## config.mk

```make
export PLATFORM = sky130hd
export DESIGN_NAME = fp_cmp_flag
export DESIGN_NICKNAME = d
export VERILOG_FILES = /design/src/rtl/fcmp_pkg.sv /design/src/rtl/fcmp_decode.sv /design/src/rtl/fcmp_relate.sv /design/src/rtl/fp_cmp_flag.sv
export SDC_FILE = /design/constraint.sdc
export NUM_CORES = 1
export LEC_CHECK = 0
export ABC_AREA = 1
export BUFFER_PORTS_ARGS = -buffer_cell sky130_fd_sc_hd__buf_4
export CAP_MARGIN = 25
export CORE_AREA = 2 2 71 100
export CTS_CLUSTER_DIAMETER = 120
export DETAILED_ROUTE_END_ITERATION = 16
export DIE_AREA = 0 0 73 102
export GPL_ROUTABILITY_DRIVEN = 0
export PLACE_DENSITY = 0.9
export SETUP_SLACK_MARGIN = 0.5
export SLEW_MARGIN = 20
export SYNTH_ARGS = -nofsm -noshare
export SYNTH_HDL_FRONTEND = slang
export SYNTH_SLANG_ARGS = --single-unit
```

## constraint.sdc

```tcl
create_clock -name clk -period 1.2 [get_ports clk]
set_input_delay 0 -clock clk [delete_from_list [all_inputs] [get_ports clk]]
set_output_delay 0 -clock clk [all_outputs]
set_load 0.01 [all_outputs]
```

## src/rtl/fcmp_pkg.sv

```systemverilog
package fcmp_pkg;

    localparam int EXP_SGL = 8;
    localparam int MAN_SGL = 23;
    localparam int EXP_DBL = 11;
    localparam int MAN_DBL = 52;
    localparam int OPND_W  = 1 + EXP_DBL + MAN_DBL;
    localparam int IDX_W   = 3;

    localparam logic [11:0] OPC_SGL = 12'b0000_1100_0001;
    localparam logic [11:0] OPC_DBL = 12'b0000_1100_0010;

    typedef enum logic [1:0] {
        REL_LT = 2'd0,
        REL_EQ = 2'd1,
        REL_GT = 2'd2,
        REL_UN = 2'd3
    } rel_t;

    typedef enum logic {
        ST_IDLE = 1'b0,
        ST_EMIT = 1'b1
    } emit_state_t;

    // accept mask order: {un, gt, eq, lt}
    typedef struct packed {
        logic             is_cmp;
        logic             dbl;
        logic             sig;
        logic [3:0]       accept;
        logic [IDX_W-1:0] idx;
    } dec_t;

endpackage

```

## src/rtl/fcmp_decode.sv

```systemverilog
module fcmp_decode
    import fcmp_pkg::*;
(
    input  logic [31:0] instr,
    output dec_t        dec
);

    logic [4:0] cond;
    logic       unused_src;

    assign cond       = instr[19:15];
    // source register numbers belong to the register file, not to this block
    assign unused_src = ^instr[14:5];

    always_comb begin
        dec.dbl    = (instr[31:20] == OPC_DBL);
        dec.is_cmp = ((instr[31:20] == OPC_SGL) || (instr[31:20] == OPC_DBL))
                     && (instr[4:3] == 2'b00);
        dec.sig    = cond[0];
        dec.accept = {cond[3], cond[4], cond[2], cond[1] | cond[4]};
        dec.idx    = instr[IDX_W-1:0];
    end

endmodule

```

## src/rtl/fcmp_relate.sv

```systemverilog
module fcmp_relate
    import fcmp_pkg::*;
#(
    parameter int EXP_W = 8,
    parameter int MAN_W = 23,
    localparam int W    = 1 + EXP_W + MAN_W
) (
    input  logic [W-1:0] a,
    input  logic [W-1:0] b,
    output rel_t         rel,
    output logic         any_nan,
    output logic         any_snan
);

    logic         sa, sb;
    logic [W-2:0] ma, mb;
    logic         nan_a, nan_b, snan_a, snan_b;
    logic         mag_lt;

    assign sa     = a[W-1];
    assign sb     = b[W-1];
    assign ma     = a[W-2:0];
    assign mb     = b[W-2:0];
    assign nan_a  = (&a[W-2 -: EXP_W]) && (|a[MAN_W-1:0]);
    assign nan_b  = (&b[W-2 -: EXP_W]) && (|b[MAN_W-1:0]);
    assign snan_a = nan_a && !a[MAN_W-1];
    assign snan_b = nan_b && !b[MAN_W-1];
    assign mag_lt = (ma < mb);

    assign any_nan  = nan_a | nan_b;
    assign any_snan = snan_a | snan_b;

    always_comb begin
        if (any_nan) begin
            rel = REL_UN;
        end else if ((ma == '0) && (mb == '0)) begin
            rel = REL_EQ;
        end else if (sa != sb) begin
            rel = sa ? REL_LT : REL_GT;
        end else if (ma == mb) begin
            rel = REL_EQ;
        end else if (sa) begin
            rel = mag_lt ? REL_GT : REL_LT;
        end else begin
            rel = mag_lt ? REL_LT : REL_GT;
        end
    end

endmodule

```

## src/rtl/fp_cmp_flag.sv

```systemverilog
module fp_cmp_flag
    import fcmp_pkg::*;
(
    input  logic              clk,
    input  logic              rst_n,
    input  logic              in_valid,
    input  logic [31:0]       instr,
    input  logic [OPND_W-1:0] opnd_a,
    input  logic [OPND_W-1:0] opnd_b,
    output logic              out_wen,
    output logic [IDX_W-1:0]  out_flag_idx,
    output logic              out_result,
    output logic              out_invalid
);

    localparam int N_PREC = 2;

    dec_t        dec;
    rel_t        rel_p  [N_PREC];
    logic        nan_p  [N_PREC];
    logic        snan_p [N_PREC];
    rel_t        rel_sel;
    logic        hit, inv;
    emit_state_t state, state_nxt;
    logic        cmp_q, res_q, inv_q;
    logic [IDX_W-1:0] idx_q;

    fcmp_decode i_decode (
        .instr (instr),
        .dec   (dec)
    );

    for (genvar p = 0; p < N_PREC; p++) begin : g_prec
        localparam int E = (p == 0) ? EXP_SGL : EXP_DBL;
        localparam int M = (p == 0) ? MAN_SGL : MAN_DBL;
        localparam int PW = 1 + E + M;
        fcmp_relate #(.EXP_W(E), .MAN_W(M)) i_relate (
            .a        (opnd_a[PW-1:0]),
            .b        (opnd_b[PW-1:0]),
            .rel      (rel_p[p]),
            .any_nan  (nan_p[p]),
            .any_snan (snan_p[p])
        );
    end

    always_comb begin
        rel_sel = dec.dbl ? rel_p[1] : rel_p[0];
        hit     = dec.accept[rel_sel];
        if (dec.sig) inv = dec.dbl ? nan_p[1]  : nan_p[0];
        else         inv = dec.dbl ? snan_p[1] : snan_p[0];
    end

    always_comb begin
        unique case (state)
            ST_IDLE: state_nxt = in_valid ? ST_EMIT : ST_IDLE;  // take
            ST_EMIT: state_nxt = in_valid ? ST_EMIT : ST_IDLE;  // chain / drain
            default: state_nxt = ST_IDLE;
        endcase
    end

    always_ff @(posedge clk or negedge rst_n) begin
        if (!rst_n) state <= ST_IDLE;
        else        state <= state_nxt;
    end

    always_ff @(posedge clk or negedge rst_n) begin
        if (!rst_n) begin
            cmp_q <= 1'b0;
            res_q <= 1'b0;
            inv_q <= 1'b0;
            idx_q <= '0;
        end else if (in_valid) begin
            cmp_q <= dec.is_cmp;
            res_q <= dec.is_cmp & hit;
            inv_q <= dec.is_cmp & inv;
            idx_q <= dec.idx;
        end
    end

    assign out_wen      = (state == ST_EMIT) && cmp_q;
    assign out_invalid  = (state == ST_EMIT) && inv_q;
    assign out_result   = res_q;
    assign out_flag_idx = idx_q;

endmodule

```

==> run summary, run 1 <==
The initial utilization of the core area, before any placement, comes to 50.2%. The height of the chip was 102 um; the flip-flop and latch count after synthesis was 7. The endpoint with the least setup slack after the last global-route repair was out_result$_DFFE_PN0P_/D. A synthesized cell averages 5.27 um^2.

After the last repair the worst path ends at a sequential cell input. The area of the mapped netlist was 3270 um^2. After floorplanning, the core was divided into 35 placement rows.

The global route total overflow was 1,172; the TritonCTS buffer count was 3. After synthesis, the cell types taking the most area are sky130_fd_sc_hd__ha_1 (24%), sky130_fd_sc_hd__nand2_1 (23%), sky130_fd_sc_hd__nor2_1 (14%). Post-synthesis cell type count: 23. The tool reported: "[ERROR GRT-0232] Routing congestion too high. Check the congestion heatmap in the GUI". The stage where the run came to a stop is global routing (5_1_grt).

Of all cell types, the one taking the most synthesized area is sky130_fd_sc_hd__ha_1. The synthesized net count was 847. The run stopped with a tool error. The width of the die works out to 73 um. In this run the biggest area consumer among cell types represents 24.1% of the synthesized area. The number of input and output port buffers inserted is 158, and the combined global-route utilization of all metal layers is 107%.

The logs give 169 for the number of top-level pins and 1 for the number of levels the H-tree was split into. Worst-case clock buffer depth: 2. The tools report the synthesized instance count as 621. The run gives 8 as the largest net degree at the start of global routing.

The share of the Yosys chip area taken by registers is 5.35%. The number of clock sinks was 7; the sum of net half-perimeters after detailed placement was 11,000 um. The worst setup timing slack at the placement stage is -617 ps.

For this run, the number of Yosys warnings is 0. The tree is rooted in a sky130_fd_sc_hd__clkbuf_8.
[metrics by stage]
step,area [um^2],hold slack (ps),std cells
4_1_cts,5980,7.96,954
3_5_place_dp,5300,-182,939
3_3_place_gp,5300,-187,939
2_1_floorplan,3370,-296,621
[Yosys cell counts]
| library cell | count |
|---|---|
| sky130_fd_sc_hd__nand2_1 | 198 |
| sky130_fd_sc_hd__nor2_1 | 126 |
| sky130_fd_sc_hd__inv_1 | 106 |
| sky130_fd_sc_hd__ha_1 | 63 |
| sky130_fd_sc_hd__nand3_1 | 39 |
| sky130_fd_sc_hd__a21oi_1 | 23 |
| sky130_fd_sc_hd__nand4_1 | 14 |
| sky130_fd_sc_hd__nor3_1 | 10 |
| sky130_fd_sc_hd__dfrtp_1 | 7 |
| sky130_fd_sc_hd__nor2_2 | 6 |
| sky130_fd_sc_hd__o21ai_0 | 6 |
| sky130_fd_sc_hd__a21o_1 | 5 |
| sky130_fd_sc_hd__nand2_2 | 5 |
| sky130_fd_sc_hd__a21oi_2 | 2 |
| sky130_fd_sc_hd__and3_1 | 2 |
| sky130_fd_sc_hd__nor2_4 | 2 |
| sky130_fd_sc_hd__a211oi_1 | 1 |
| sky130_fd_sc_hd__nand3_2 | 1 |
| sky130_fd_sc_hd__nand3b_1 | 1 |
| sky130_fd_sc_hd__nor3b_2 | 1 |
| sky130_fd_sc_hd__o22ai_1 | 1 |
| sky130_fd_sc_hd__or2_1 | 1 |
| sky130_fd_sc_hd__xor2_1 | 1 |
[timing repair]
item                       in CTS
resized for setup             100
pin swaps                      43
hold endpoints to repair       11
setup endpoints to repair       9
hold buffers                    5
buffers inserted                6
[kinds of logic after synthesis]
group           Yosys count  synth area share [%]
simple gates            406                  51.6
buf+inv                 106                  12.2
fa+ha+maj                63                  24.1
xor+xnor                  1                 0.268
flops                     7                  5.35
compound gates           38                  6.54
[per-layer routing]
layer,GRT overflow,track usage [%]
met1,6,84.0
met3,3,60.0
met4,193,125
met5,1,9.72
met2,969,167
==> inputs of run 2 (changes only) <==
- CORE_AREA: 2 2 71 100 -> 2 2 94 96
- CTS_CLUSTER_DIAMETER: 120 -> not set
- DIE_AREA: 0 0 73 102 -> 0 0 96 98
- PLACE_DENSITY: 0.9 -> not set
- PLACE_DENSITY_LB_ADDON: not set -> 0.15
- SETUP_SLACK_MARGIN: 0.5 -> not set
==> run 2 against run 1 <==
  * The flow now finishes, with violations (negative setup slack)
  * Synthesized cell count did not move
  * Area after synthesis unchanged
==> run summary, run 2 <==
The run gives 847 (unchanged) as the synthesized net count. The number of levels the H-tree was split into is 1 (unchanged). The tools report the sum of net half-perimeters after detailed placement as 9940 um (-10%).

The floorplan step defined a core boundary enclosing 8470 um^2. The number of cell rows is 34 (-2.9%), and the full die area is 9410 um^2. The tools report the TritonCTS buffer count as 3 (unchanged). For this run, design rule violations remaining after detail routing come to 0. The number of hold violations in the final report was 0; the actual slew at the worst max-slew pin was 263 ps. The flip-flop and latch count after synthesis works out to 7 (unchanged). Setup repair after global routing could not meet its margin everywhere. The number of top-level pins was 169 (unchanged); the power per unit of standard cell area was 417 nW/um^2.

For this run, the post-layout net count is 1,104. By area the synthesized netlist is led by sky130_fd_sc_hd__ha_1 (24%), sky130_fd_sc_hd__nand2_1 (23%), sky130_fd_sc_hd__nor2_1 (14%). The clock network accounts for 12.7% of the total power. For this run the aggregate overflow at the end of global routing stands at 0. The endpoint class of the critical path is a flip-flop. The most area-hungry cell type in the Yosys netlist is sky130_fd_sc_hd__ha_1.

The logs give 7 (unchanged) for the number of clock sinks and 0 ps for the maximum clock skew at final layout. The run gives 175 um^2 as the area used by sequential logic in the layout. The first-pass GRT wire length was 19,500 um.

In this run the most critical hold path is launched from in_valid. For the synthesized instance count, the log shows 621 (unchanged). The sequential fraction of design power was 9.7%; the fraction of synthesized cell area taken by the top area cell type was 24.1% (unchanged). The logs give 38.7% (-11 points) for the starting density of the core and 2 for the total of endpoints with negative setup slack in the final report. The share of cells above drive strength 1 works out to 47.7%. The tightest hold path in the finished design has a slack of 19.2 ps. The worst-case clock buffer depth is 2 (unchanged), and the sequential cell area fraction in the yosys report is 5.35% (unchanged). TritonCTS built the clock tree. The commonest cells after synthesis are sky130_fd_sc_hd__nand2_1 (198), sky130_fd_sc_hd__nor2_1 (126), sky130_fd_sc_hd__inv_1 (106). The library cells used most frequently in the layout, excluding fill and tap cells, are sky130_fd_sc_hd__buf_4 (219), sky130_fd_sc_hd__nand2_1 (168), sky130_fd_sc_hd__nor2_1 (98). The final critical-path required period was 1510 ps; the relative slew slack was 82.3%. The internal power summed over all cells was 1.56 mW. Initial DRC count: 130. Per report_power, the combinational group accounts for 77.6% of the total. The worst setup path is of the primary input to flip-flop kind. In the final timing run, aggregate negative setup slack is -319 ps. For the post-synthesis cell type count, the log shows 23 (unchanged). The beginning of the worst register-to-register path was cmp_q$_DFFE_PN0P_. The logs give 0 for the residual antenna-violating net count after detailed routing and 1320 ps for the required time at the worst-slack endpoint. The final worst-path cycle share was 126%; the via count of the routed design was 4,844. In the global route stage, overall resource usage came out at 25.1%.

The tree is rooted in a sky130_fd_sc_hd__clkbuf_8. The capture point of the worst reg-to-reg path is cmp_q$_DFFE_PN0P_. The final reports fail on negative setup slack. The tools report the type of origin of the critical path as a primary input. The area of the mapped netlist is 3270 um^2 (unchanged). Worst path arrival time: 1630 ps. The tools report the number of warnings issued by yosys as 0 (unchanged). The library cell used most frequently in the layout, excluding fill and tap cells, is sky130_fd_sc_hd__buf_4. The final wirelength was 12,700 um; the number of max-cap violations was 0. The area taken by multi-input logic gates came out at 3520 um^2. The filler cells instantiated in the layout total 658. Dividing the detail-routed wire length by the instance count gives 12.9 um. In the synthesized netlist the dominant register cell turns out to be sky130_fd_sc_hd__dfrtp_1. Entering global routing, the biggest net connects 8 pins. The register with the most flip-flops in the layout has 3 of them.

The clock insertion delay at the later pin of the skew report was 230 ps; the cell depth of the worst min-delay path was 3. Net switching is 40.6% of the power. The share of synthesized registers carrying an async set or reset came out at 100% (unchanged). The flow ran to the end, but the final reports show violations. For this run, the top clock speed supported by timing is 662 MHz. The path with the worst hold slack has its endpoint at out_flag_idx[2]$_DFFE_PN0P_.

The maximum fanout along the worst path was 2. The mean cell area of the mapped netlist is 5.27 um^2 (unchanged), and the net load switching power is 1.07 mW. The logs give 0 for the final number of max-transition violations and 0 for the number of diodes added for antenna fixing. Classification of the worst-slack hold path: primary input to flip-flop. Dividing the detail-routed via count by the number of cells gives 4.92.

The area growth from synthesis to layout is 92.8%. sky130_fd_sc_hd__nand2_1 is the most common cell in the netlist. The detailed-routing iteration count for the pre-antenna-repair pass is 4. The worst setup margin was -312 ps.

The number of input and output port buffers inserted is 158 (unchanged), and the static leakage is 3.19 nW. Setup slack on the worst reg-to-reg path comes out at 540 ps. The height of the chip came out at 98 um (-3.9%). The cell count of the worst reg-to-reg path was 1. The number of antenna violations at the first check in global routing was 0; the via count of the first global-routing pass was 4,780.

The width of the die was 96 um (+32%); the clock-pin slew of the registers on the worst-case setup and hold paths was 40 ps. The highest ir drop seen on vdd was 0.336 mV; the number of enable flip-flop cells after synthesis was 0 (unchanged).
-- run 2: cell counts after synthesis --
No cell type changed its count.
-- run 2: power by group through the flow --
stage,clock [mW],combinational (mW),sequential (mW)
4_1_cts,0.338,1.81,0.255
2_1_floorplan,0,0.724,0.261
3_3_place_gp,0,1.57,0.257
3_5_place_dp,0,1.61,0.257
5_1_grt,0.341,2.25,0.256
6_report,0.333,2.04,0.255
-- run 2: what timing repair did --
item	in CTS	in global routing
gates resized for setup	83	115
pin swaps	42	66
endpoints found under the hold margin	11	0
setup endpoints to repair	2	2
hold buffers	5	0
buffers inserted	2	5
-- run 2: logic make-up after synthesis --
group                    after synthesis  synth area share (%)
adder cells (fa/ha/maj)               63                  24.1
AND/OR/NAND/NOR                      406                  51.6
flip-flops                             7                  5.35
XOR/XNOR                               1                 0.268
AO/OA/AOI/OAI                         38                  6.54
buffers and inverters                106                  12.2
-- run 2: cell type report --
class / instances / area share (%)
tap: 108 / 2.14
inverter: 106 / 6.58
multi-input combinational: 508 / 55.8
timing repair buffer: 252 / 32.0
sequential: 7 / 2.78
clock buffer: 4 / 0.714
-- run 2: through the flow --
step	utilization [%]	instances	power, mW	setup slack [ps]	area, um^2
finish	74.5	985	2.63	-312	6310
global route	74.5	985	2.85	-485	6310
CTS	69.1	981	2.40	-239	5850
detailed placement	62.8	970	1.86	-630	5310
global placement	62.8	970	1.83	-594	5310
floorplan	-	621	0.985	-220	3370
-- run 2: worst max path at each step --
stage | startpoint | to | slack (ps) | cells past startpoint
global placement | opnd_a[17] | out_result$_DFFE_PN0P_ | -590 | 14
global route | opnd_b[21] | out_result$_DFFE_PN0P_ | -480 | 18
finish | opnd_b[11] | out_result$_DFFE_PN0P_ | -310 | 16
floorplan | opnd_b[17] | out_result$_DFFE_PN0P_ | -220 | 18
detailed placement | opnd_b[17] | out_result$_DFFE_PN0P_ | -630 | 15
CTS | opnd_a[18] | out_result$_DFFE_PN0P_ | -240 | 14
-- run 2: critical path: stages --
cell                       delay (ps)
sky130_fd_sc_hd__buf_4             90
sky130_fd_sc_hd__inv_2             40
sky130_fd_sc_hd__ha_4             270
sky130_fd_sc_hd__nand2_4           60
sky130_fd_sc_hd__nor2_4            90
sky130_fd_sc_hd__nand3_2          100
sky130_fd_sc_hd__nor3_2           150
sky130_fd_sc_hd__nand4_1          210
sky130_fd_sc_hd__nand2_1          140
sky130_fd_sc_hd__inv_2             50
sky130_fd_sc_hd__nand2_2           70
sky130_fd_sc_hd__nand3b_1          80
sky130_fd_sc_hd__nand2_1           70
sky130_fd_sc_hd__nand3_1           70
sky130_fd_sc_hd__nand3_1           80
sky130_fd_sc_hd__nand2_1           50
-- run 2: metal layers --
metal	vias up	GRT usage (%)	routed length [um]
met5	-	0	0
met4	0	7.80	357
met3	28	1.47	571
met2	149	48.8	6830
met1	2192	28.3	4960
li1	2475	-	-
Power figures use the tool's default switching activity.
==> inputs of run 3 (changes only) <==
- CORE_AREA: 2 2 94 96 -> 2 2 105 107
- DIE_AREA: 0 0 96 98 -> 0 0 107 109
- SYNTH_HIERARCHICAL: not set -> 1
==> run 3 against run 2 <==
  * The run ends with negative hold slack, negative setup slack left
  * Critical path depth grew 5
  * Setup slack lost 75 ps
  * Count of clock-buffer cells in the layout shrank 1
  * Utilization shrank 4.2 points
  * Largest power group unchanged
==> run summary, run 3 <==
The number of input and output port buffers inserted is 158 (unchanged), and the static leakage is 3.84 nW (+20%). The worst path arrival time was 1700 ps (+70 ps). Worst-case clock buffer depth: 2 (unchanged). The initial DRC count is 247 (+90%). The actual slew at the worst max-slew pin was 313 ps (+50.0 ps). The net total in the final layout came out at 1,258 (+14%).

The tools report the type of origin of the critical path as a primary input. The most critical setup path has its endpoint at out_result$_DFFE_PN0P_. The number of diodes added for antenna fixing is 0 (unchanged). Leaving out fill and tap cells, the most frequent cell in the layout is sky130_fd_sc_hd__buf_4. The mean cell area of the mapped netlist came out at 5.52 um^2 (+4.8%).

The residual DRC count was 0 (unchanged); the number of enable flip-flop cells after synthesis was 0 (unchanged). The core footprint is 10,600 um^2 (+25%), and the area of the mapped netlist is 4120 um^2 (+26%). For the final worst hold slack, the log shows -2.38 ps (-21.6 ps).

The clock insertion delay at the later pin of the skew report came out at 220 ps (about the same). The number of hold violations in the final report is 1 (+1). The commonest cells after synthesis are sky130_fd_sc_hd__nand2_1 (199), sky130_fd_sc_hd__inv_1 (148), sky130_fd_sc_hd__nor2_1 (112). The final critical-path required period was 1590 ps (+74.7 ps); the post-layout total power was 3.07 mW (+17%). The classification of the worst-slack hold path is primary input to flip-flop.

The tools report the final wirelength as 16,500 um (+30%). For the post-route core utilization, the log shows 70.3% (-4.2 points). The power per unit of standard cell area is 413 nW/um^2 (-0.95%). The run gives 11,700 um^2 (+24%) as the full die area. TritonCTS built the clock tree.

Post-detailed-route wirelength per cell: 14.5 um (+12%). In the synthesized netlist the dominant register cell turns out to be sky130_fd_sc_hd__dfrtp_1. The number of warnings issued by yosys is 6 (+6).

The TritonCTS buffer count was 3 (unchanged); the starting density of the core was 38.8% (+0.15 points). The combined global-route utilization of all metal layers is 26.9% (+1.8 points). The cell count of the worst reg-to-reg path was 2 (+1). The most area-hungry cell type in the Yosys netlist is sky130_fd_sc_hd__ha_1. Maximum clock skew at final layout: 0 ps (unchanged). The logs give 4.26% (-1.1 points) for the sequential cell area fraction in the yosys report and 38 (+12%) for the number of cell rows. The library cells used most frequently in the layout, excluding fill and tap cells, are sky130_fd_sc_hd__buf_4 (216), sky130_fd_sc_hd__nand2_1 (166), sky130_fd_sc_hd__inv_1 (95).

The number of levels the H-tree was split into was 1 (unchanged). The startpoint identified for the worst register-to-register timing path is inv_q$_DFFE_PN0P_. For the largest net degree at the start of global routing, the log shows 8 (unchanged). In this run the clock root is driven by a sky130_fd_sc_hd__clkbuf_8. The number of max-cap violations was 0 (unchanged); the global route total overflow was 0 (unchanged).

The run gives 78.9% (-3.3 points) as the relative slew slack. The worst setup timing slack at the placement stage was -705 ps (-75.3 ps); the post-detailed-route via-to-cell ratio was 5.00 (+1.8%). The clock-pin slew of the registers on the worst-case setup and hold paths was 40 ps (about the same); the required time at the worst-slack endpoint was 1320 ps (about the same).

The checks that failed: negative hold slack, negative setup slack. The run gives -386 ps (-74.7 ps) as the worst setup margin. The total of endpoints with negative setup slack in the final report was 2 (unchanged). The slack of the worst reg-to-reg path is 580 ps (+40 ps).

The share of cells above drive strength 1 is 47.4% (-0.26 points). The tools report the final number of max-transition violations as 0 (unchanged). The share of synthesized registers carrying an async set or reset was 100% (unchanged). Setup repair after global routing could not meet its margin everywhere. Maximum fanout along the worst path: 3 (+1). For the number of antenna violations at the first check in global routing, the log shows 0 (unchanged). The logs give 630 MHz (-4.7%) for the maximum clock frequency and 5,705 (+18%) for the via count of the routed design. The logs give 13,400 um (+34%) for the sum of net half-perimeters after detailed placement and 25,800 um (+32%) for the first-pass GRT wire length. The tools report the highest ir drop seen on vdd as 0.321 mV (-4.4%). Flip-flop count of the largest register, all copies and words added: 3 (unchanged). The area growth from synthesis to layout is 81.1%. The height of the chip is 109 um (+11%). Residual antenna-violating net count after detailed routing: 0 (unchanged). The tools report the synthesized net count as 1,002 (+18%). Post-synthesis cell type count: 25 (+8.7%). The tools report the startpoint of the worst setup timing path as opnd_b[26]. Among all cell types in the netlist, the one instantiated most often is sky130_fd_sc_hd__nand2_1. The endpoint class of the critical path was a flip-flop. The final worst-path cycle share is 132% (+6.2 points), and the via count of the first global-routing pass is 5,925 (+24%).

The setup path with the least slack is of type primary input to flip-flop. The flip-flop and latch count after synthesis is 7 (unchanged), and the synthesized instance count is 745 (+20%). For the number of clock sinks, the log shows 7 (unchanged). The worst register-to-register path ends at inv_q$_DFFE_PN0P_. The number of top-level pins was 169 (unchanged). The width of the die came out at 107 um (+11%).

The detailed-routing iteration count for the pre-antenna-repair pass was 4 (unchanged). After synthesis, the cell types taking the most area are sky130_fd_sc_hd__ha_1 (29%), sky130_fd_sc_hd__nand2_1 (18%), sky130_fd_sc_hd__inv_1 (13%). The flow ran to the end, but the final reports show violations. The fraction of synthesized cell area taken by the top area cell type works out to 28.6% (+4.5 points).
==> run 3: cell count changes after synthesis, sizes merged, moves of 7 or more <==
cell,previous run,this run
a21oi,25,36
nor2,134,117
buf,0,7
inv,106,163
ha,63,94
nand4,14,46
==> run 3: how the worst min path moves through the flow <==
stage | from | to | slack (ps) | cells past startpoint
2_1_floorplan | rst_n | cmp_q$_DFFE_PN0P_ | -300 | 0
3_5_place_dp | rst_n | out_flag_idx[0]$_DFFE_PN0P_ | -180 | 1
6_report | instr[2] | out_flag_idx[2]$_DFFE_PN0P_ | -2 | 3
5_1_grt | instr[2] | out_flag_idx[2]$_DFFE_PN0P_ | 20 | 3
3_3_place_gp | rst_n | out_flag_idx[0]$_DFFE_PN0P_ | -190 | 1
4_1_cts | instr[2] | out_flag_idx[2]$_DFFE_PN0P_ | 0.2 | 3
==> run 3: worst max-delay path, stage by stage <==
cell and delay, ps:
sky130_fd_sc_hd__buf_4 130, sky130_fd_sc_hd__inv_2 80, sky130_fd_sc_hd__ha_4 210, sky130_fd_sc_hd__a21oi_1 190, sky130_fd_sc_hd__nand2_1 80, sky130_fd_sc_hd__nand2_1 80, sky130_fd_sc_hd__nand2_2 70, sky130_fd_sc_hd__a21oi_2 110
sky130_fd_sc_hd__nand2_1 80, sky130_fd_sc_hd__nand2_2 70, sky130_fd_sc_hd__nand2_1 40, sky130_fd_sc_hd__nand2_1 60, sky130_fd_sc_hd__nand3_1 70, sky130_fd_sc_hd__nand2_1 70, sky130_fd_sc_hd__nand2_1 50, sky130_fd_sc_hd__nand2_2 80
sky130_fd_sc_hd__inv_2 40, sky130_fd_sc_hd__nand3_2 50, sky130_fd_sc_hd__nand2_1 50, sky130_fd_sc_hd__nand2_1 50, sky130_fd_sc_hd__nand2_1 40
==> run 3: layer usage <==
layer  vias to the layer above  share of wire (%)  GRT usage, %
met2                       209                 51          51.6
met3                        46                5.1          1.49
met4                         0                3.4          9.09
met1                      2566                 41          31.8
li1                       2884                  -             -
met5                         -                  0             0
==> run 3: power breakdown <==
group,internal [mW],switching [mW]
combinational,1.26,1.23
sequential,0.248,0.00515
clock,0.225,0.107
total,1.73,1.34
==> run 3: cell type report <==
cell class / instances / area [um^2]
fillers: 882 / 3150
clock buffers: 3 / 41.3
well taps: 140 / 175
clock inverters: 1 / 5.00
inverters: 165 / 684
repair buffers: 258 / 2100
flip-flops and latches: 7 / 175
multi-input cells: 566 / 4270
==> run 3: cell families after synthesis <==
| family | synth area share, % |
|---|---|
| buf+inv | 16.3 |
| compound gates | 6.45 |
| flops | 4.26 |
| fa+ha+maj | 28.6 |
| simple gates | 44.4 |
==> run 3: repair_timing <==
item | CTS | global route
setup endpoints to repair | 2 | 2
hold buffers | 4 | 0
pin swaps | 70 | 60
resized for setup | 101 | 99
hold endpoints to repair | 10 | 0
setup buffers | 3 | 4
==> run 3: stage by stage <==
step / cells / setup TNS, ps / instance area [um^2]
global placement: 1126 / -1140 / 6530
CTS: 1137 / -623 / 7110
detailed placement: 1126 / -1170 / 6530
global route: 1140 / -858 / 7450
finish: 1140 / -585 / 7450
floorplan: 745 / -319 / 4550
